`src/rtl/pflash_pkg.sv`:
```
package pflash_pkg;
  localparam int CNT_W   = 5;
  localparam int NFLD    = 6;
  localparam int EXT_LSB = 22;

  localparam int F_OFF   = 0;
  localparam int F_FIRST = 1;
  localparam int F_NEXT  = 2;
  localparam int F_L2W   = 3;
  localparam int F_WLO   = 4;
  localparam int F_WHI   = 5;

  typedef logic [CNT_W-1:0] len_t;

  typedef enum logic [3:0] {
    ST_IDLE, ST_LSET, ST_LSTB, ST_LHLD, ST_WAITL,
    ST_RACC, ST_TURN, ST_WLO, ST_WHI
  } seq_state_e;

  function automatic int fld_lsb(input int i);
    case (i)
      0: return 0;
      1: return 3;
      2: return 7;
      3: return 11;
      4: return 14;
      default: return 17;
    endcase
  endfunction

  function automatic int fld_w(input int i);
    case (i)
      1, 2: return 4;
      default: return 3;
    endcase
  endfunction
endpackage

```
`src/rtl/pflash_timing_dec.sv`:
```
module pflash_timing_dec
  import pflash_pkg::*;
(
  input  logic [31:0]          cfg_i,
  output len_t [NFLD-1:0]      len_o
);
  logic unused_rsvd;
  assign unused_rsvd = ^{cfg_i[21:20], cfg_i[31:28]};

  for (genvar i = 0; i < NFLD; i++) begin : g_fld
    localparam int LSB = fld_lsb(i);
    localparam int FW  = fld_w(i);
    logic [FW:0] raw;
    assign raw      = {cfg_i[EXT_LSB+i], cfg_i[LSB+FW-1:LSB]};
    assign len_o[i] = (raw == '0) ? CNT_W'(1) : CNT_W'(raw);
  end
endmodule

```
`src/rtl/pflash_phase_cnt.sv`:
```
module pflash_phase_cnt
  import pflash_pkg::*;
(
  input  logic clk,
  input  logic rst_n,
  input  logic ld_i,
  input  len_t val_i,
  output logic done_o
);
  len_t cnt_q, cnt_d;
  logic cnt_en;

  always_comb begin
    cnt_en = ld_i || (cnt_q != '0);
    cnt_d  = ld_i ? (val_i - CNT_W'(1)) : (cnt_q - CNT_W'(1));
  end

  always_ff @(posedge clk or negedge rst_n) begin
    if (!rst_n)      cnt_q <= '0;
    else if (cnt_en) cnt_q <= cnt_d;
  end

  assign done_o = (cnt_q == '0);

  assert_no_zero_len_R5: assert property (@(posedge clk) disable iff (!rst_n)
    ld_i |-> (val_i != '0));
endmodule

```
`src/rtl/pflash_addr_tag.sv`:
```
module pflash_addr_tag #(
  parameter int KEY_W = 19
) (
  input  logic             clk,
  input  logic             rst_n,
  input  logic             upd_i,
  input  logic [KEY_W-1:0] key_i,
  input  logic             mode_i,
  output logic             hit_o
);
  logic             vld_q;
  logic             mode_q;
  logic [KEY_W-1:0] key_q;

  always_ff @(posedge clk or negedge rst_n) begin
    if (!rst_n) begin
      vld_q  <= 1'b0;
      mode_q <= 1'b0;
      key_q  <= '0;
    end else if (upd_i) begin
      vld_q  <= 1'b1;
      mode_q <= mode_i;
      key_q  <= key_i;
    end
  end

  assign hit_o = vld_q && (mode_q == mode_i) && (key_q == key_i);
endmodule

```
`src/rtl/pflash_seq.sv`:
```
module pflash_seq
  import pflash_pkg::*;
#(
  parameter int ADDR_W  = 22,
  parameter int DATA_W  = 8,
  parameter int LO_W    = 3,
  parameter int BASE_AW = 19
) (
  input  logic              clk,
  input  logic              rst_n,
  input  logic              ext_mode,
  input  logic [31:0]       timing_cfg,
  input  logic              req_valid,
  output logic              req_ready,
  input  logic              req_write,
  input  logic [ADDR_W-1:0] req_addr,
  input  logic [DATA_W-1:0] req_wdata,
  output logic              rsp_valid,
  output logic [DATA_W-1:0] rsp_rdata,
  output logic              fl_ce_n,
  output logic              fl_oe_n,
  output logic              fl_we_n,
  output logic [1:0]        fl_le,
  output logic [DATA_W-1:0] fl_ad_out,
  output logic              fl_ad_oe,
  input  logic [DATA_W-1:0] fl_ad_in,
  output logic [LO_W-1:0]   fl_a_lo
);
  localparam int KEY_W = ADDR_W - LO_W;
  localparam int HI_W  = ADDR_W - BASE_AW;

  // reset: asynchronous assert, synchronous release
  logic [1:0] rst_sync_q;
  logic       rst_i_n;
  always_ff @(posedge clk or negedge rst_n) begin
    if (!rst_n) rst_sync_q <= 2'b00;
    else        rst_sync_q <= {rst_sync_q[0], 1'b1};
  end
  assign rst_i_n = rst_sync_q[1];

  len_t [NFLD-1:0] lens;
  pflash_timing_dec u_dec (.cfg_i(timing_cfg), .len_o(lens));

  logic cnt_ld, cnt_done;
  len_t cnt_val;
  pflash_phase_cnt u_cnt (
    .clk(clk), .rst_n(rst_i_n), .ld_i(cnt_ld), .val_i(cnt_val), .done_o(cnt_done)
  );

  logic [KEY_W-1:0] req_key;
  logic             tag_upd, tag_hit;
  assign req_key = ext_mode ? req_addr[ADDR_W-1:LO_W]
                            : {{HI_W{1'b0}}, req_addr[BASE_AW-1:LO_W]};
  pflash_addr_tag #(.KEY_W(KEY_W)) u_tag (
    .clk(clk), .rst_n(rst_i_n), .upd_i(tag_upd), .key_i(req_key),
    .mode_i(ext_mode), .hit_o(tag_hit)
  );

  seq_state_e        st_q, st_d;
  logic [1:0]        idx_q, idx_d;
  logic [ADDR_W-1:0] addr_q;
  logic [DATA_W-1:0] wdat_q, rdat_q;
  logic              wr_q, mode_q, rsp_q, rsp_d;
  logic              cap_en, rd_en;
  logic [1:0]        last_idx;

  assign last_idx = mode_q ? 2'd2 : 2'd1;

  always_comb begin
    st_d    = st_q;
    idx_d   = idx_q;
    cap_en  = 1'b0;
    tag_upd = 1'b0;
    cnt_ld  = 1'b0;
    cnt_val = lens[F_OFF];
    rsp_d   = 1'b0;
    rd_en   = 1'b0;
    case (st_q)
      ST_IDLE: if (req_valid) begin
        cap_en = 1'b1;
        if (tag_hit) begin
          cnt_ld = 1'b1;
          if (req_write) begin st_d = ST_WLO;  cnt_val = lens[F_WLO];  end
          else           begin st_d = ST_RACC; cnt_val = lens[F_NEXT]; end
        end else begin
          tag_upd = 1'b1;
          idx_d   = 2'd0;
          st_d    = ST_LSET;
        end
      end
      ST_LSET: st_d = ST_LSTB;
      ST_LSTB: st_d = ST_LHLD;
      ST_LHLD: begin
        if (idx_q == last_idx) begin
          st_d = ST_WAITL; cnt_ld = 1'b1; cnt_val = lens[F_L2W];
        end else begin
          idx_d = idx_q + 2'd1; st_d = ST_LSET;
        end
      end
      ST_WAITL: if (cnt_done) begin
        cnt_ld = 1'b1;
        if (wr_q) begin st_d = ST_WLO;  cnt_val = lens[F_WLO];   end
        else      begin st_d = ST_RACC; cnt_val = lens[F_FIRST]; end
      end
      ST_RACC: if (cnt_done) begin
        rd_en = 1'b1; rsp_d = 1'b1;
        st_d = ST_TURN; cnt_ld = 1'b1; cnt_val = lens[F_OFF];
      end
      ST_TURN: if (cnt_done) st_d = ST_IDLE;
      ST_WLO: if (cnt_done) begin
        st_d = ST_WHI; cnt_ld = 1'b1; cnt_val = lens[F_WHI];
      end
      ST_WHI: if (cnt_done) st_d = ST_IDLE;
      default: st_d = ST_IDLE;
    endcase
  end

  always_ff @(posedge clk or negedge rst_i_n) begin
    if (!rst_i_n) begin
      st_q  <= ST_IDLE;
      idx_q <= 2'd0;
      rsp_q <= 1'b0;
    end else begin
      st_q  <= st_d;
      idx_q <= idx_d;
      rsp_q <= rsp_d;
    end
  end

  always_ff @(posedge clk or negedge rst_i_n) begin
    if (!rst_i_n) begin
      addr_q <= '0;
      wdat_q <= '0;
      wr_q   <= 1'b0;
      mode_q <= 1'b0;
    end else if (cap_en) begin
      addr_q <= req_addr;
      wdat_q <= req_wdata;
      wr_q   <= req_write;
      mode_q <= ext_mode;
    end
  end

  always_ff @(posedge clk or negedge rst_i_n) begin
    if (!rst_i_n)   rdat_q <= '0;
    else if (rd_en) rdat_q <= fl_ad_in;
  end

  logic              in_latch, in_write;
  logic [DATA_W-1:0] lat_byte;
  logic [1:0]        lat_code;

  always_comb begin
    case (idx_q)
      2'd0:    begin lat_byte = addr_q[LO_W +: DATA_W];        lat_code = 2'b01; end
      2'd1:    begin lat_byte = addr_q[LO_W+DATA_W +: DATA_W]; lat_code = 2'b10; end
      default: begin lat_byte = DATA_W'(addr_q[ADDR_W-1:BASE_AW]); lat_code = 2'b11; end
    endcase
  end

  assign in_latch  = (st_q == ST_LSET) || (st_q == ST_LSTB) || (st_q == ST_LHLD);
  assign in_write  = (st_q == ST_WLO) || (st_q == ST_WHI);
  assign req_ready = (st_q == ST_IDLE);
  assign rsp_valid = rsp_q;
  assign rsp_rdata = rdat_q;
  assign fl_ce_n   = !((st_q == ST_RACC) || in_write);
  assign fl_oe_n   = (st_q != ST_RACC);
  assign fl_we_n   = (st_q != ST_WLO);
  assign fl_le     = (st_q == ST_LSTB) ? lat_code : 2'b00;
  assign fl_ad_oe  = in_latch || in_write;
  assign fl_ad_out = in_latch ? lat_byte : (in_write ? wdat_q : '0);
  assign fl_a_lo   = addr_q[LO_W-1:0];

  assert_no_drive_on_read_R11: assert property (@(posedge clk) disable iff (!rst_i_n)
    !fl_oe_n |-> !fl_ad_oe);
  assert_oe_we_excl_R11: assert property (@(posedge clk) disable iff (!rst_i_n)
    !(!fl_oe_n && !fl_we_n));
  assert_busy_after_accept_R2: assert property (@(posedge clk) disable iff (!rst_i_n)
    (req_valid && req_ready) |=> !req_ready);
  assert_rsp_single_R7: assert property (@(posedge clk) disable iff (!rst_i_n)
    rsp_valid |=> !rsp_valid);
  assert_rsp_after_access_R7: assert property (@(posedge clk) disable iff (!rst_i_n)
    rsp_valid |-> $past(!fl_oe_n));
  assert_strobe_off_chip_R3: assert property (@(posedge clk) disable iff (!rst_i_n)
    (fl_le != 2'b00) |-> (fl_ce_n && fl_ad_oe));
  assert_lo_stable_R3: assert property (@(posedge clk) disable iff (!rst_i_n)
    (!fl_ce_n && $past(!fl_ce_n)) |-> $stable(fl_a_lo));
  assert_base_two_latches_R4: assert property (@(posedge clk) disable iff (!rst_i_n)
    (fl_le == 2'b11) |-> mode_q);
endmodule

```
`config.mk`:
```
export PLATFORM = sky130hd
export DESIGN_NAME = pflash_seq
export DESIGN_NICKNAME = d
export VERILOG_FILES = /design/src/rtl/pflash_pkg.sv /design/src/rtl/pflash_timing_dec.sv /design/src/rtl/pflash_phase_cnt.sv /design/src/rtl/pflash_addr_tag.sv /design/src/rtl/pflash_seq.sv
export SDC_FILE = /design/constraint.sdc
export NUM_CORES = 1
export LEC_CHECK = 0
export CAP_MARGIN = 15
export CORE_ASPECT_RATIO = 1.2
export CORE_MARGIN = 3
export CORE_UTILIZATION = 45
export DETAILED_ROUTE_END_ITERATION = 6
export PLACE_DENSITY_LB_ADDON = 0.15
export SYNTH_ARGS = -nofsm -noshare
export SYNTH_HDL_FRONTEND = slang
export SYNTH_SLANG_ARGS = --single-unit
```
`constraint.sdc`:
```
create_clock -name clk -period 6.4 [get_ports clk]
set_clock_uncertainty 0.2 [all_clocks]
set_input_delay 1.28 -clock clk [delete_from_list [all_inputs] [get_ports clk]]
set_output_delay 1.28 -clock clk [all_outputs]
set_load 0.02 [all_outputs]
```
==> tab_implementation.tex, run 1 <==
\begin{tabular}{lr}
\hline
Metric & Value \\
\hline
\multicolumn{2}{l}{\textbf{Global route}} \\
Global-route wire length before repair & 18260 um \\
Via count of the first global-routing pass & 3775 \\
Total routing usage reported by global routing & 21.28\% \\
Number of antenna violations at the first check in global routing & 0 \\
Largest net degree at the start of global routing & 74 \\
Grt ovf & 0 \\
\multicolumn{2}{l}{\textbf{Critical path}} \\
Setup crit start kind & flip-flop \\
Reg-to-reg setup timing slack & 2.84 ns \\
Endpoint of the lowest-slack register-to-register path & u\_cnt.cnt\_q[4]\$\_DFFE\_PN0P\_ \\
Worst r2r path cells & 11 \\
Kind of critical path & reg2out \\
Worst path arrival time & 2.80 ns \\
Category of the worst setup path capture point & output port \\
R2R Path Start & st\_q[2]\$\_DFFE\_PN0P\_ \\
Critical path required time & between 4 and 5 ns \\
Critical path fanouts, max & 26 \\
\multicolumn{2}{l}{\textbf{Place}} \\
Buffers on Ports & 95 \\
Total cell area at the placement stage & 5345 um\^{}2 \\
Half-perimeter wire length after placement & a little over 8000 um \\
DP Worst Slack & between 1.5 and 2 ns \\
Global placement routability congestion & 0.8773 \\
\multicolumn{2}{l}{\textbf{Clock network}} \\
CTS Root Buffer Type & sky130\_fd\_sc\_hd\_\_clkbuf\_8 \\
CTS tree & done \\
Maximum number of buffers from clock root to sink & 2 \\
Clock slew seen by the registers of the worst setup and hold paths & 0.08 ns \\
Clock buffer count from CTS & 9 \\
Post-CTS Resized & 0 \\
Max H-tree Level & 3 \\
Clock network latency to the later pin of the worst-skew pair & 0.35 ns \\
Number of post-CTS setup repair buffers & 0 \\
Clock sink total & 75 \\
Number of hold buffers added after CTS & 0 \\
\multicolumn{2}{l}{\textbf{Synthesis}} \\
Share of synthesized area occupied by flip-flops and latches & a little over two fifths \\
Top post-synthesis cells by area & sky130\_fd\_sc\_hd\_\_dfrtp\_1 43\%, sky130\_fd\_sc\_hd\_\_nand2\_1 13\%, sky130\_fd\_sc\_hd\_\_mux2\_2 2.9\% \\
Synth warnings & 0 \\
Mapped Avg Cell Area & about 8.8 um\^{}2 \\
Adder-Cell Fraction of Synth Area & less than 1\% \\
Most common flop cell mapped by yosys & sky130\_fd\_sc\_hd\_\_dfrtp\_1 \\
Dominant cell type by area after synthesis & sky130\_fd\_sc\_hd\_\_dfrtp\_1 \\
Xor-xnor portion of the synthesized cell area & 3.638\% \\
Mux cell area share after synthesis & 5.920\% \\
Number of flops mapped to enable cells by yosys & 0 \\
Proportion of register bits with asynchronous set or reset after synthesis & 100.0\% \\
Post-synthesis simple-gate area fraction & around a quarter \\
Combinational family with the most area after synthesis & simple AND/OR/NAND/NOR gates \\
Count of different cell masters after synthesis & 74 \\
Proportion of netlist area held by the largest area contributor & 43.32\% \\
Cell area after technology mapping & around 4300 um\^{}2 \\
Synthesized instance count & 493 \\
Net count after synthesis & 571 \\
Post-synthesis sequential element count & 75 \\
Compound-Gate Fraction of Synth Area & 17.61\% \\
\multicolumn{2}{l}{\textbf{Finish}} \\
Number of diodes added for antenna fixing & 0 \\
Total non-filler cell area in the finished layout & 5540 um\^{}2 \\
Area delta synth->final & 27.87\% \\
Fillers & about 840 \\
Nets & roughly 650 \\
Commonest cells after routing, fill and taps aside & 148 x sky130\_fd\_sc\_hd\_\_nand2\_1, 95 x sky130\_fd\_sc\_hd\_\_clkdlybuf4s50\_1, 74 x sky130\_fd\_sc\_hd\_\_dfrtp\_1 \\
Most common cell after layout, fill and taps aside & sky130\_fd\_sc\_hd\_\_nand2\_1 \\
Share of cells above drive strength 1 & 8.621\% \\
Util after Layout & 60.07\% \\
\multicolumn{2}{l}{\textbf{Worst hold path}} \\
Endpoint, Worst Hold & rst\_sync\_q[1]\$\_DFF\_PN0\_ \\
Classification of the worst-slack hold path & reg2reg \\
Instance count along the most critical hold path & 0 \\
Min-Delay Startpoint & rst\_sync\_q[0]\$\_DFF\_PN0\_ \\
\multicolumn{2}{l}{\textbf{STA}} \\
Fin crit share & 66.81\% \\
Setup-violating endpoint count in the final report & 0 \\
Slew at the pin with the worst max-slew slack & 0.9188 ns \\
Highest attainable clock frequency & about 230 MHz \\
Shortest period the worst path allows & 4.276 ns \\
Slew Limit Headroom & 37.88\% \\
Total count of hold-check failures in the final report & 0 \\
Total Negative Setup Slacks & 0 ns \\
Max Transition Viols Final & 0 \\
Setup repair after global routing missed its margin & false \\
Final WS setup & 2.124 ns \\
\multicolumn{2}{l}{\textbf{Die}} \\
Rows & 38 \\
Effective utilization at floorplan & between 40 and 50\% \\
Die width & roughly 96 um \\
Core outline area & 9224 um\^{}2 \\
Overall die area & 10850 um\^{}2 \\
I/O pin count & between 100 and 150 \\
Y dimension of the die & 113.5 um \\
\multicolumn{2}{l}{\textbf{Route}} \\
Ratio of routed vias to standard cells & 5.500 \\
Length of the first detailed-routing pass in iterations & 4 \\
Final antenna-violating net count & 0 \\
DRC violation count after routing & 0 \\
Initial DRC count & 262 \\
Average wire per standard cell & 15.65 um \\
Via total after detailed routing & $\sim$3900 \\
Wire length after detailed routing & 10960 um \\
\multicolumn{2}{l}{\textbf{Run status}} \\
Outcome & finished, final reports clean \\
\multicolumn{2}{l}{\textbf{Power}} \\
Reported leakage power & 0.002343 uW \\
Power density over cell area & between 400 and 500 nW/um\^{}2 \\
Worst supply voltage drop on vdd & $\sim$220 uV \\
\multicolumn{2}{l}{\textbf{Flow run}} \\
Number of maximum-capacitance constraint violations & 0 \\
\hline
\end{tabular}
## sequential cells by signal, indices dropped and copies added, names as in the netlist, 2 cells and up
name         count
rst_sync_q       2
wdat_q           8
addr_q          22
u_cnt.cnt_q      5
idx_q            2
u_tag.key_q     19
st_q             4
rsp_rdata        8
## logic make-up after synthesis
group,after synthesis
multiplexers,23
flip-flops,75
other,1
adder cells (fa/ha/maj),3
AND/OR/NAND/NOR,229
AO/OA/AOI/OAI,104
XOR/XNOR,18
buffers and inverters,40
## report_power, final
| part | leakage, uW | total, uW | internal [uW] | switching [uW] |
|---|---|---|---|---|
| registers | 0.000900 | 907 | 697 | 210 |
| logic | 0.00135 | 1360 | 631 | 725 |
| clock network | 0.0000926 | 363 | 190 | 173 |
| total | 0.00234 | 2630 | 1520 | 1110 |
## Yosys cell counts, types with 2 or more instances
cell type,number
sky130_fd_sc_hd__or4_4,2
sky130_fd_sc_hd__nor2b_1,3
sky130_fd_sc_hd__o31ai_1,3
sky130_fd_sc_hd__or2_1,2
sky130_fd_sc_hd__dfrtp_1,75
sky130_fd_sc_hd__a32o_1,2
sky130_fd_sc_hd__o211ai_1,5
sky130_fd_sc_hd__o21bai_1,3
sky130_fd_sc_hd__inv_1,11
sky130_fd_sc_hd__and4b_1,2
sky130_fd_sc_hd__mux2_2,11
sky130_fd_sc_hd__ha_1,3
sky130_fd_sc_hd__nand2b_1,3
sky130_fd_sc_hd__nor4b_1,2
sky130_fd_sc_hd__nand4_1,6
sky130_fd_sc_hd__a22o_1,2
sky130_fd_sc_hd__nand3_1,4
sky130_fd_sc_hd__or2_2,3
sky130_fd_sc_hd__a31oi_1,5
sky130_fd_sc_hd__o22ai_1,4
sky130_fd_sc_hd__buf_1,2
sky130_fd_sc_hd__or3_1,3
sky130_fd_sc_hd__xnor2_1,14
sky130_fd_sc_hd__nor4_1,6
sky130_fd_sc_hd__nor2_1,18
sky130_fd_sc_hd__xor2_1,4
sky130_fd_sc_hd__nand2_1,148
sky130_fd_sc_hd__mux2i_1,2
sky130_fd_sc_hd__nor3_2,2
sky130_fd_sc_hd__and2_1,3
sky130_fd_sc_hd__a21oi_1,22
sky130_fd_sc_hd__a221oi_1,2
sky130_fd_sc_hd__a2bb2oi_1,8
sky130_fd_sc_hd__o21ai_0,17
sky130_fd_sc_hd__nor3_1,10
sky130_fd_sc_hd__mux2_1,10
sky130_fd_sc_hd__a22oi_1,11
sky130_fd_sc_hd__clkbuf_1,21
sky130_fd_sc_hd__buf_4,3
sky130_fd_sc_hd__nand4b_1,2
## final cells by class
type,count,area [um^2],area share (%)
Multi-Input combinational cell,378,2291,41.35
Sequential cell,75,1878,33.90
Timing Repair Buffer,99,980.9,17.71
Tap cell,120,150.1,2.710
Clock buffer,12,145.1,2.620
Clock inverter,4,50.05,0.9033
Inverter,12,45.04,0.8130
## worst max-delay path, stage by stage (launching register included)
cell and delay [ns]:
sky130_fd_sc_hd__dfrtp_1 0.86, sky130_fd_sc_hd__and2_1 0.41, sky130_fd_sc_hd__a21oi_1 0.12, sky130_fd_sc_hd__a2bb2oi_1 0.13, sky130_fd_sc_hd__o21ai_0 0.27, sky130_fd_sc_hd__clkdlybuf4s50_1 0.66
## per-layer routing
metal / vias to the layer above / global-route usage [%] / wire, um
met5: - / 0 / 0
met3: 17 / 3.892 / 392
met4: 0 / 7.021 / 225
li1: 1895 / - / -
met1: 1868 / 26.95 / 4709
met2: 70 / 36.32 / 5630
## stage by stage
stage               hold slack [ns]  instances  total power (uW)
floorplan                    0.1312        493              1820
global route                 0.1810        700              2840
finish                       0.1558        700              2626
global placement             0.1378        684              2232
CTS                          0.1599        700              2646
detailed placement           0.1419        684              2272
## worst max path at each step
| stage | endpoint | depth (start not counted) | from |
|---|---|---|---|
| detailed placement | u_cnt.cnt_q[4]$_DFFE_PN0P_ | 12 | ext_mode |
| floorplan | u_cnt.cnt_q[4]$_DFFE_PN0P_ | 13 | ext_mode |
| finish | fl_ad_out[3] | 5 | st_q[2]$_DFFE_PN0P_ |
| global route | fl_ad_out[2] | 9 | idx_q[1]$_DFFE_PN0P_ |
| global placement | u_cnt.cnt_q[4]$_DFFE_PN0P_ | 13 | ext_mode |
| CTS | fl_ad_out[0] | 5 | st_q[2]$_DFFE_PN0P_ |
Note: power is estimated with default switching activity, not from simulation.
==> inputs of run 2 (changes only) <==
==> constraint.sdc (replaced) <==
create_clock -name clk -period 3.5 [get_ports clk]
set_clock_uncertainty 0.2 [all_clocks]
set_input_delay 0.7 -clock clk [delete_from_list [all_inputs] [get_ports clk]]
set_output_delay 0.7 -clock clk [all_outputs]
set_load 0.02 [all_outputs]
==> run 2 against run 1 <==
Compared with the run above:
- critical path depth grew 8
- wire length is 8.1% higher
- utilization is 4.7 points higher
- count of clock-buffer cells in the layout down 2
- sequential power is 79% higher
- highest routed layer unchanged
- largest cell class unchanged
- clock power rose by 83%
==> tab_implementation.tex, run 2 (same netlist as run 1, synthesis figures left out) <==
\begin{tabular}{lr}
\hline
Metric & Value \\
\hline
\multicolumn{2}{l}{\textbf{Run status}} \\
Outcome & finished, final reports clean \\
\multicolumn{2}{l}{\textbf{Die}} \\
Rows & 38 (unchanged) \\
Effective utilization at floorplan & 46.98\% (unchanged) \\
Y dimension of the die & 113.5 um (unchanged) \\
I/O pin count & 102 (unchanged) \\
Die width & 95.58 um (unchanged) \\
Core outline area & 9224 um\^{}2 (unchanged) \\
Overall die area & 10850 um\^{}2 (unchanged) \\
\multicolumn{2}{l}{\textbf{Finish}} \\
Most common cell after layout, fill and taps aside & sky130\_fd\_sc\_hd\_\_nand2\_1 \\
Util after Layout & 64.76\% (+4.7 points) \\
Flip-flop count of the largest register after layout & 22 (unchanged) \\
Register with the highest flop count & addr\_q \\
Multi-input combinational cell area & 2323 um\^{}2 (+1.4\%) \\
Area taken by flip-flops and latches & 1878 um\^{}2 (unchanged) \\
Area delta synth->final & 37.86\% \\
Nets & 706 (+8.1\%) \\
Number of diodes added for antenna fixing & 0 (unchanged) \\
Share of cells above drive strength 1 & 17.85\% (+9.2 points) \\
Commonest cells after routing, fill and taps aside & 148 x sky130\_fd\_sc\_hd\_\_nand2\_1, 87 x sky130\_fd\_sc\_hd\_\_clkdlybuf4s50\_1, 74 x sky130\_fd\_sc\_hd\_\_dfrtp\_1 \\
Regs by FF count & addr\_q: 22 flops, u\_tag.key\_q: 19 flops \\
Fillers & 794 (-4.9\%) \\
\multicolumn{2}{l}{\textbf{Critical path}} \\
Kind of critical path & in2reg \\
Category of the worst setup path capture point & flip-flop \\
Cell class contributing the biggest share of worst-path delay & compound AO/OA/AOI/OAI gates \\
Crit path buf inv count & 1 (unchanged) \\
Critical Path Max Stage Delay & 0.46 ns (-0.40 ns) \\
Critical path required time & 3.56 ns (-1.36 ns) \\
Setup crit start kind & input port \\
Worst path cell trace & clkdlybuf4s50\_1, xor2\_1, a2111o\_1, or3\_4, o21ai\_2, nand4b\_1, a31oi\_1, o21bai\_1, ha\_2, nand2\_1, nor3\_2, a21oi\_1, o211ai\_1 \\
Worst path arrival time & 3.45 ns (+0.65 ns) \\
Critical path fanouts, max & 3 (-88\%) \\
Crit path max-delay cell type & sky130\_fd\_sc\_hd\_\_clkdlybuf4s50\_1 \\
\multicolumn{2}{l}{\textbf{STA}} \\
Fin crit share & 96.87\% \\
Slew Limit Headroom & 37.79\% (-0.095 points) \\
Highest attainable clock frequency & slightly below 300 MHz \\
Slew at the pin with the worst max-slew slack & 0.9332 ns (+0.01437 ns) \\
Shortest period the worst path allows & 3.391 ns \\
Max Transition Viols Final & 0 (unchanged) \\
Setup repair after global routing missed its margin & true \\
Total count of hold-check failures in the final report & 0 (unchanged) \\
Setup-violating endpoint count in the final report & 0 (unchanged) \\
\multicolumn{2}{l}{\textbf{Clock network}} \\
CTS tree & done \\
Clock slew seen by the registers of the worst setup and hold paths & 0.09 ns (about the same) \\
Clock network latency to the later pin of the worst-skew pair & 0.35 ns (about the same) \\
Number of hold buffers added after CTS & 0 (unchanged) \\
Max H-tree Level & 3 (unchanged) \\
Clock buffer count from CTS & 9 (unchanged) \\
Maximum number of buffers from clock root to sink & 2 (unchanged) \\
CTS Root Buffer Type & sky130\_fd\_sc\_hd\_\_clkbuf\_8 \\
Clock sink total & 75 (unchanged) \\
\multicolumn{2}{l}{\textbf{Route}} \\
Via total after detailed routing & 4183 (+8.6\%) \\
Length of the first detailed-routing pass in iterations & 5 (+1) \\
Initial DRC count & 218 (-17\%) \\
Ratio of routed vias to standard cells & 5.555 (+1.0\%) \\
Final antenna-violating net count & 0 (unchanged) \\
Wire length after detailed routing & 11840 um (+8.1\%) \\
Average wire per standard cell & 15.73 um (+0.48\%) \\
DRC violation count after routing & 0 (unchanged) \\
\multicolumn{2}{l}{\textbf{Power}} \\
Total chip power & 5085 uW (+94\%) \\
Reported leakage power & 0.002663 uW (+14\%) \\
Switch share & 42.14\% (about the same) \\
NetSw & 2143 uW (+94\%) \\
Sequential fraction of design power & 31.8\% (-2.7 points) \\
Power density over cell area & 851.3 nW/um\^{}2 (+80\%) \\
Portion of total power attributed to the clock network & 13.1\% (-0.7 points) \\
Combinational fraction of design power & 55.1\% (+3.5 points) \\
Worst supply voltage drop on vdd & 401.5 uV (+83\%) \\
Internal power contribution & 2942 uW (+94\%) \\
\multicolumn{2}{l}{\textbf{Worst hold path}} \\
Classification of the worst-slack hold path & reg2reg \\
\multicolumn{2}{l}{\textbf{Global route}} \\
Global-route wire length before repair & 19590 um (+7.3\%) \\
Largest net degree at the start of global routing & 42 (-43\%) \\
Via count of the first global-routing pass & 4192 (+11\%) \\
Number of antenna violations at the first check in global routing & 0 (unchanged) \\
Total routing usage reported by global routing & 22.58\% (+1.3 points) \\
Grt ovf & 0 (unchanged) \\
\multicolumn{2}{l}{\textbf{Place}} \\
Half-perimeter wire length after placement & 9082 um (+11\%) \\
Global placement routability congestion & 0.9543 (+8.8\%) \\
Buffers on Ports & 95 (unchanged) \\
\multicolumn{2}{l}{\textbf{Flow run}} \\
Number of maximum-capacitance constraint violations & 0 (unchanged) \\
\hline
\end{tabular}
## run 2: area by class of cell
cell class	instances	share of cell area [%]
Inverter	12	0.7541
Multi-Input combinational cell	378	38.90
Timing Repair Buffer	152	23.17
Tap cell	120	2.514
Sequential cell	75	31.44
Clock buffer	10	2.137
Clock inverter	6	1.089
## run 2: timing repair
item                                    4_1_cts  5_1_grt
setup buffers                                 1        3
resized for setup                             6       12
pin swaps                                     1        6
endpoints found under the setup margin        5        7
hold endpoints to repair                      0        0
## run 2: per-layer routing
metal  track usage, %  up-vias  routed length (um)
met5                0        -                   0
met2            40.26      111                6262
met4            6.736        0                 197
li1                 -     2011                   -
met1            27.49     2042                4897
met3            3.892       19                 485
## run 2: worst register-to-register path, cell delays in order, from the launching register on
cell                       delay [ns]
sky130_fd_sc_hd__dfrtp_1         0.58
sky130_fd_sc_hd__buf_4           0.27
sky130_fd_sc_hd__and4bb_1        0.26
sky130_fd_sc_hd__o21ai_1         0.25
sky130_fd_sc_hd__o221ai_1        0.22
sky130_fd_sc_hd__nand4b_1        0.23
sky130_fd_sc_hd__a31oi_1         0.18
sky130_fd_sc_hd__o21bai_1        0.13
sky130_fd_sc_hd__ha_2            0.21
sky130_fd_sc_hd__nand2_1         0.08
sky130_fd_sc_hd__nor3_2          0.12
sky130_fd_sc_hd__a21oi_1         0.07
sky130_fd_sc_hd__o211ai_1        0.21
## run 2: worst paths after layout
| path | startpoint | to | slack (ns) | cells after the start |
|---|---|---|---|---|
| setup reg to reg | st_q[2]$_DFFE_PN0P_ | u_cnt.cnt_q[4]$_DFFE_PN0P_ | 0.40 | 12 |
| min in group asynchronous | rst_sync_q[1]$_DFF_PN0_ | u_tag.key_q[2]$_DFFE_PN0P_ | 0.21 | 0 |
| max in group asynchronous | rst_sync_q[1]$_DFF_PN0_ | addr_q[14]$_DFFE_PN0P_ | 2.07 | 1 |
| hold reg to reg | rst_sync_q[0]$_DFF_PN0_ | rst_sync_q[1]$_DFF_PN0_ | 0.16 | 0 |
| setup / recovery | req_addr[13] | u_cnt.cnt_q[4]$_DFFE_PN0P_ | 0.11 | 13 |
| hold / removal | rst_sync_q[0]$_DFF_PN0_ | rst_sync_q[1]$_DFF_PN0_ | 0.16 | 0 |
## run 2: power groups by stage
stage	logic [uW]	clock network (uW)	registers, uW
CTS	2770	675	1610
floorplan	1750	0	1580
detailed placement	2760	0	1620
finish	2800	665	1620
global route	3080	717	1670
global placement	2680	0	1600
## run 2: stage by stage
stage	TNS, ns	worst slack (ns)	hold WS [ns]	area, um^2	std cells
after detailed placement	-0.8243	-0.4094	0.1410	5713	733
final	0	0.1094	0.1563	5973	753
after global placement	-0.4938	-0.2260	0.1368	5713	733
after global routing	-0.05180	-0.05180	0.1757	5973	753
after CTS	0	0.01782	0.1619	5913	750
after floorplan	0	0.3968	0.1312	4333	493
==> inputs of run 3 (changes only) <==
--- a/config.mk
+++ b/config.mk
@@ -11,6 +11,7 @@
 export CORE_UTILIZATION = 45
 export DETAILED_ROUTE_END_ITERATION = 6
 export PLACE_DENSITY_LB_ADDON = 0.15
+export SLEW_MARGIN = 20
 export SYNTH_ARGS = -nofsm -noshare
 export SYNTH_HDL_FRONTEND = slang
 export SYNTH_SLANG_ARGS = --single-unit
==> constraint.sdc (replaced) <==
create_clock -name clk -period 3.5 [get_ports clk]
set_clock_uncertainty 0.2 [all_clocks]
set_input_delay 0.35 -clock clk [delete_from_list [all_inputs] [get_ports clk]]
set_output_delay 0.35 -clock clk [all_outputs]
set_load 0.02 [all_outputs]
==> run 3 against run 2 <==
Compared with the run above:
- combinational power shrank 6%
- utilization shrank 2.9 points
- count of clock-buffer cells in the layout grew 1
- design area shrank 4.5%
- setup slack gained 0.11 ns
- worst hold slack lost 0.0017 ns
- power shrank 3.0%
- non-clock buffer count shrank 36
- die area is the same
- sequential share of layout area grew 1.5 points
==> tab_implementation.tex, run 3 (same netlist as run 1, synthesis figures left out) <==
\begin{tabular}{lr}
\hline
Metric & Value \\
\hline
\multicolumn{2}{l}{\textbf{Finish}} \\
Nets & 670 (-5.1\%) \\
Flip-flop count of the largest register after layout & 22 (unchanged) \\
Area delta synth->final & 31.59\% \\
Total non-filler cell area in the finished layout & 5702 um\^{}2 (-4.5\%) \\
Most common cell after layout, fill and taps aside & sky130\_fd\_sc\_hd\_\_nand2\_1 \\
Register with the highest flop count & addr\_q \\
Commonest cells after routing, fill and taps aside & 148 x sky130\_fd\_sc\_hd\_\_nand2\_1, 94 x sky130\_fd\_sc\_hd\_\_clkdlybuf4s50\_1, 74 x sky130\_fd\_sc\_hd\_\_dfrtp\_1 \\
Post-layout instance count excluding filler cells & 717 (-4.8\%) \\
Regs by FF count & addr\_q: 22 flops, u\_tag.key\_q: 19 flops \\
Number of diodes added for antenna fixing & 0 (unchanged) \\
Share of cells above drive strength 1 & 11.39\% (-6.5 points) \\
\multicolumn{2}{l}{\textbf{Worst hold path}} \\
Classification of the worst-slack hold path & reg2reg \\
\multicolumn{2}{l}{\textbf{Die}} \\
I/O pin count & 102 (unchanged) \\
Y dimension of the die & 113.5 um (unchanged) \\
Core outline area & 9224 um\^{}2 (unchanged) \\
Effective utilization at floorplan & 46.98\% (unchanged) \\
Overall die area & 10850 um\^{}2 (unchanged) \\
Rows & 38 (unchanged) \\
Die width & 95.58 um (unchanged) \\
\multicolumn{2}{l}{\textbf{Critical path}} \\
Critical path fanouts, max & 10 (+7) \\
Reg-to-reg setup timing slack & 0.44 ns (+0.04 ns) \\
Category of the worst setup path capture point & output port \\
Critical path origin & idx\_q[0]\$\_DFFE\_PN0P\_ \\
Setup crit start kind & flip-flop \\
Worst setup path endpoint & fl\_ad\_out[2] \\
Worst path arrival time & 2.73 ns (-0.72 ns) \\
Worst r2r path cells & 11 (-1) \\
Kind of critical path & reg2out \\
R2R Path Start & u\_cnt.cnt\_q[1]\$\_DFFE\_PN0P\_ \\
Endpoint of the lowest-slack register-to-register path & u\_cnt.cnt\_q[4]\$\_DFFE\_PN0P\_ \\
Critical path required time & 2.95 ns (-0.61 ns) \\
\multicolumn{2}{l}{\textbf{STA}} \\
Post-Route Hold Slack & 0.1546 ns (-0.001729 ns) \\
Highest attainable clock frequency & 305.2 MHz (+3.5\%) \\
Max Transition Viols Final & 0 (unchanged) \\
Final WS setup & 0.2234 ns (+0.1140 ns) \\
Shortest period the worst path allows & 3.277 ns (-0.1140 ns) \\
Setup repair after global routing missed its margin & false \\
Total count of hold-check failures in the final report & 0 (unchanged) \\
Setup-violating endpoint count in the final report & 0 (unchanged) \\
Fin crit share & 93.62\% (-3.3 points) \\
Total Negative Setup Slacks & 0 ns (unchanged) \\
Slew at the pin with the worst max-slew slack & 0.8069 ns (-0.1263 ns) \\
Slew Limit Headroom & 46.20\% (+8.4 points) \\
\multicolumn{2}{l}{\textbf{Power}} \\
Reported leakage power & 0.002457 uW (-7.7\%) \\
Combinational fraction of design power & 53.1\% (-2.0 points) \\
Worst supply voltage drop on vdd & 453.4 uV (+13\%) \\
Portion of total power attributed to the clock network & 14.3\% (+1.2 points) \\
Sequential fraction of design power & 32.6\% (+0.8 points) \\
Internal power contribution & 2874 uW (-2.3\%) \\
Power density over cell area & 865.4 nW/um\^{}2 (+1.7\%) \\
NetSw & 2061 uW (-3.8\%) \\
Switch share & 41.76\% (-0.38 points) \\
\multicolumn{2}{l}{\textbf{Route}} \\
Via total after detailed routing & 3940 (-5.8\%) \\
Average wire per standard cell & 15.67 um (-0.38\%) \\
Wire length after detailed routing & 11230 um (-5.1\%) \\
Final antenna-violating net count & 0 (unchanged) \\
Ratio of routed vias to standard cells & 5.495 (-1.1\%) \\
DRC violation count after routing & 0 (unchanged) \\
Length of the first detailed-routing pass in iterations & 4 (-1) \\
Initial DRC count & 249 (+14\%) \\
\multicolumn{2}{l}{\textbf{Place}} \\
Buffers on Ports & 95 (unchanged) \\
Half-perimeter wire length after placement & 8529 um (-6.1\%) \\
Total cell area at the placement stage & 5478 um\^{}2 (-4.1\%) \\
Global placement routability congestion & 0.9045 (-5.2\%) \\
DP Worst Slack & 0.01162 ns (+0.4211 ns) \\
Number of placed instances, taps included & 700 (-4.5\%) \\
\multicolumn{2}{l}{\textbf{Clock network}} \\
Maximum number of buffers from clock root to sink & 2 (unchanged) \\
Clock network latency to the later pin of the worst-skew pair & 0.35 ns (about the same) \\
Clock slew seen by the registers of the worst setup and hold paths & 0.08 ns (about the same) \\
Clock buffer count from CTS & 9 (unchanged) \\
Max H-tree Level & 3 (unchanged) \\
CTS tree & done \\
Clock sink total & 75 (unchanged) \\
CTS Root Buffer Type & sky130\_fd\_sc\_hd\_\_clkbuf\_8 \\
\multicolumn{2}{l}{\textbf{Global route}} \\
Global-route wire length before repair & 18390 um (-6.1\%) \\
Largest net degree at the start of global routing & 40 (-4.8\%) \\
Grt ovf & 0 (unchanged) \\
Number of antenna violations at the first check in global routing & 0 (unchanged) \\
Via count of the first global-routing pass & 3836 (-8.5\%) \\
Total routing usage reported by global routing & 21.40\% (-1.2 points) \\
\multicolumn{2}{l}{\textbf{Run status}} \\
Outcome & finished, final reports clean \\
\multicolumn{2}{l}{\textbf{Flow run}} \\
Number of maximum-capacitance constraint violations & 0 (unchanged) \\
\hline
\end{tabular}
==> run 3: through the flow <==
stage,utilization (%),total power [uW]
5_1_grt,61.82,5332
6_report,61.82,4935
2_1_floorplan,-,3327
3_3_place_gp,59.39,4181
3_5_place_dp,59.39,4243
4_1_cts,61.79,4964
==> run 3: cell type report <==
cell class	instances	area [um^2]
Inverter	12	45.04
Clock inverter	5	60.06
Tap cell	120	150.1
Multi-Input combinational cell	378	2291
Fill cell	836	3522
Timing Repair Buffer	116	1126
Clock buffer	11	151.4
Sequential cell	75	1878
==> run 3: worst min-delay path by stage <==
stage | startpoint | end | slack [ns] | cells past startpoint
floorplan | rst_n | rst_sync_q[0]$_DFF_PN0_ | -0.15 | 0
finish | rst_sync_q[0]$_DFF_PN0_ | rst_sync_q[1]$_DFF_PN0_ | 0.15 | 0
global placement | rst_sync_q[0]$_DFF_PN0_ | rst_sync_q[1]$_DFF_PN0_ | 0.14 | 0
global route | rst_sync_q[0]$_DFF_PN0_ | rst_sync_q[1]$_DFF_PN0_ | 0.18 | 0
detailed placement | rst_sync_q[0]$_DFF_PN0_ | rst_sync_q[1]$_DFF_PN0_ | 0.14 | 0
CTS | rst_sync_q[0]$_DFF_PN0_ | rst_sync_q[1]$_DFF_PN0_ | 0.16 | 0
==> run 3: repair_timing <==
action,4_1_cts,5_1_grt
hold buffers,1,0
gates resized for setup,0,1
setup endpoints to repair,0,1
endpoints found under the hold margin,2,0
setup buffers,0,0
==> run 3: metal layers <==
| metal | global-route usage (%) | up-vias | part of all wire (%) |
|---|---|---|---|
| met5 | 0 | - | 0 |
| met4 | 5.123 | 0 | 1.1 |
| met3 | 4.420 | 11 | 4.0 |
| met2 | 37.15 | 87 | 52 |
| met1 | 27.08 | 1904 | 43 |
| li1 | - | 1938 | - |
==> run 3: power by group through the flow <==
stage	logic (uW)	registers, uW	clock network (uW)
6_report	2620	1610	707
5_1_grt	2910	1660	761
4_1_cts	2640	1610	720
3_5_place_dp	2620	1620	0
3_3_place_gp	2570	1610	0
2_1_floorplan	1750	1580	0
==> run 3: worst max-delay path, cell delays in order (launching register included) <==
cell and delay [ns]:
sky130_fd_sc_hd__dfrtp_1 0.41, sky130_fd_sc_hd__inv_1 0.06, sky130_fd_sc_hd__ha_1 0.32, sky130_fd_sc_hd__nor2_1 0.21, sky130_fd_sc_hd__nand2_1 0.08, sky130_fd_sc_hd__a21oi_1 0.22
sky130_fd_sc_hd__a21oi_1 0.07, sky130_fd_sc_hd__a2bb2oi_1 0.13, sky130_fd_sc_hd__o21ai_0 0.23, sky130_fd_sc_hd__clkdlybuf4s50_1 0.65
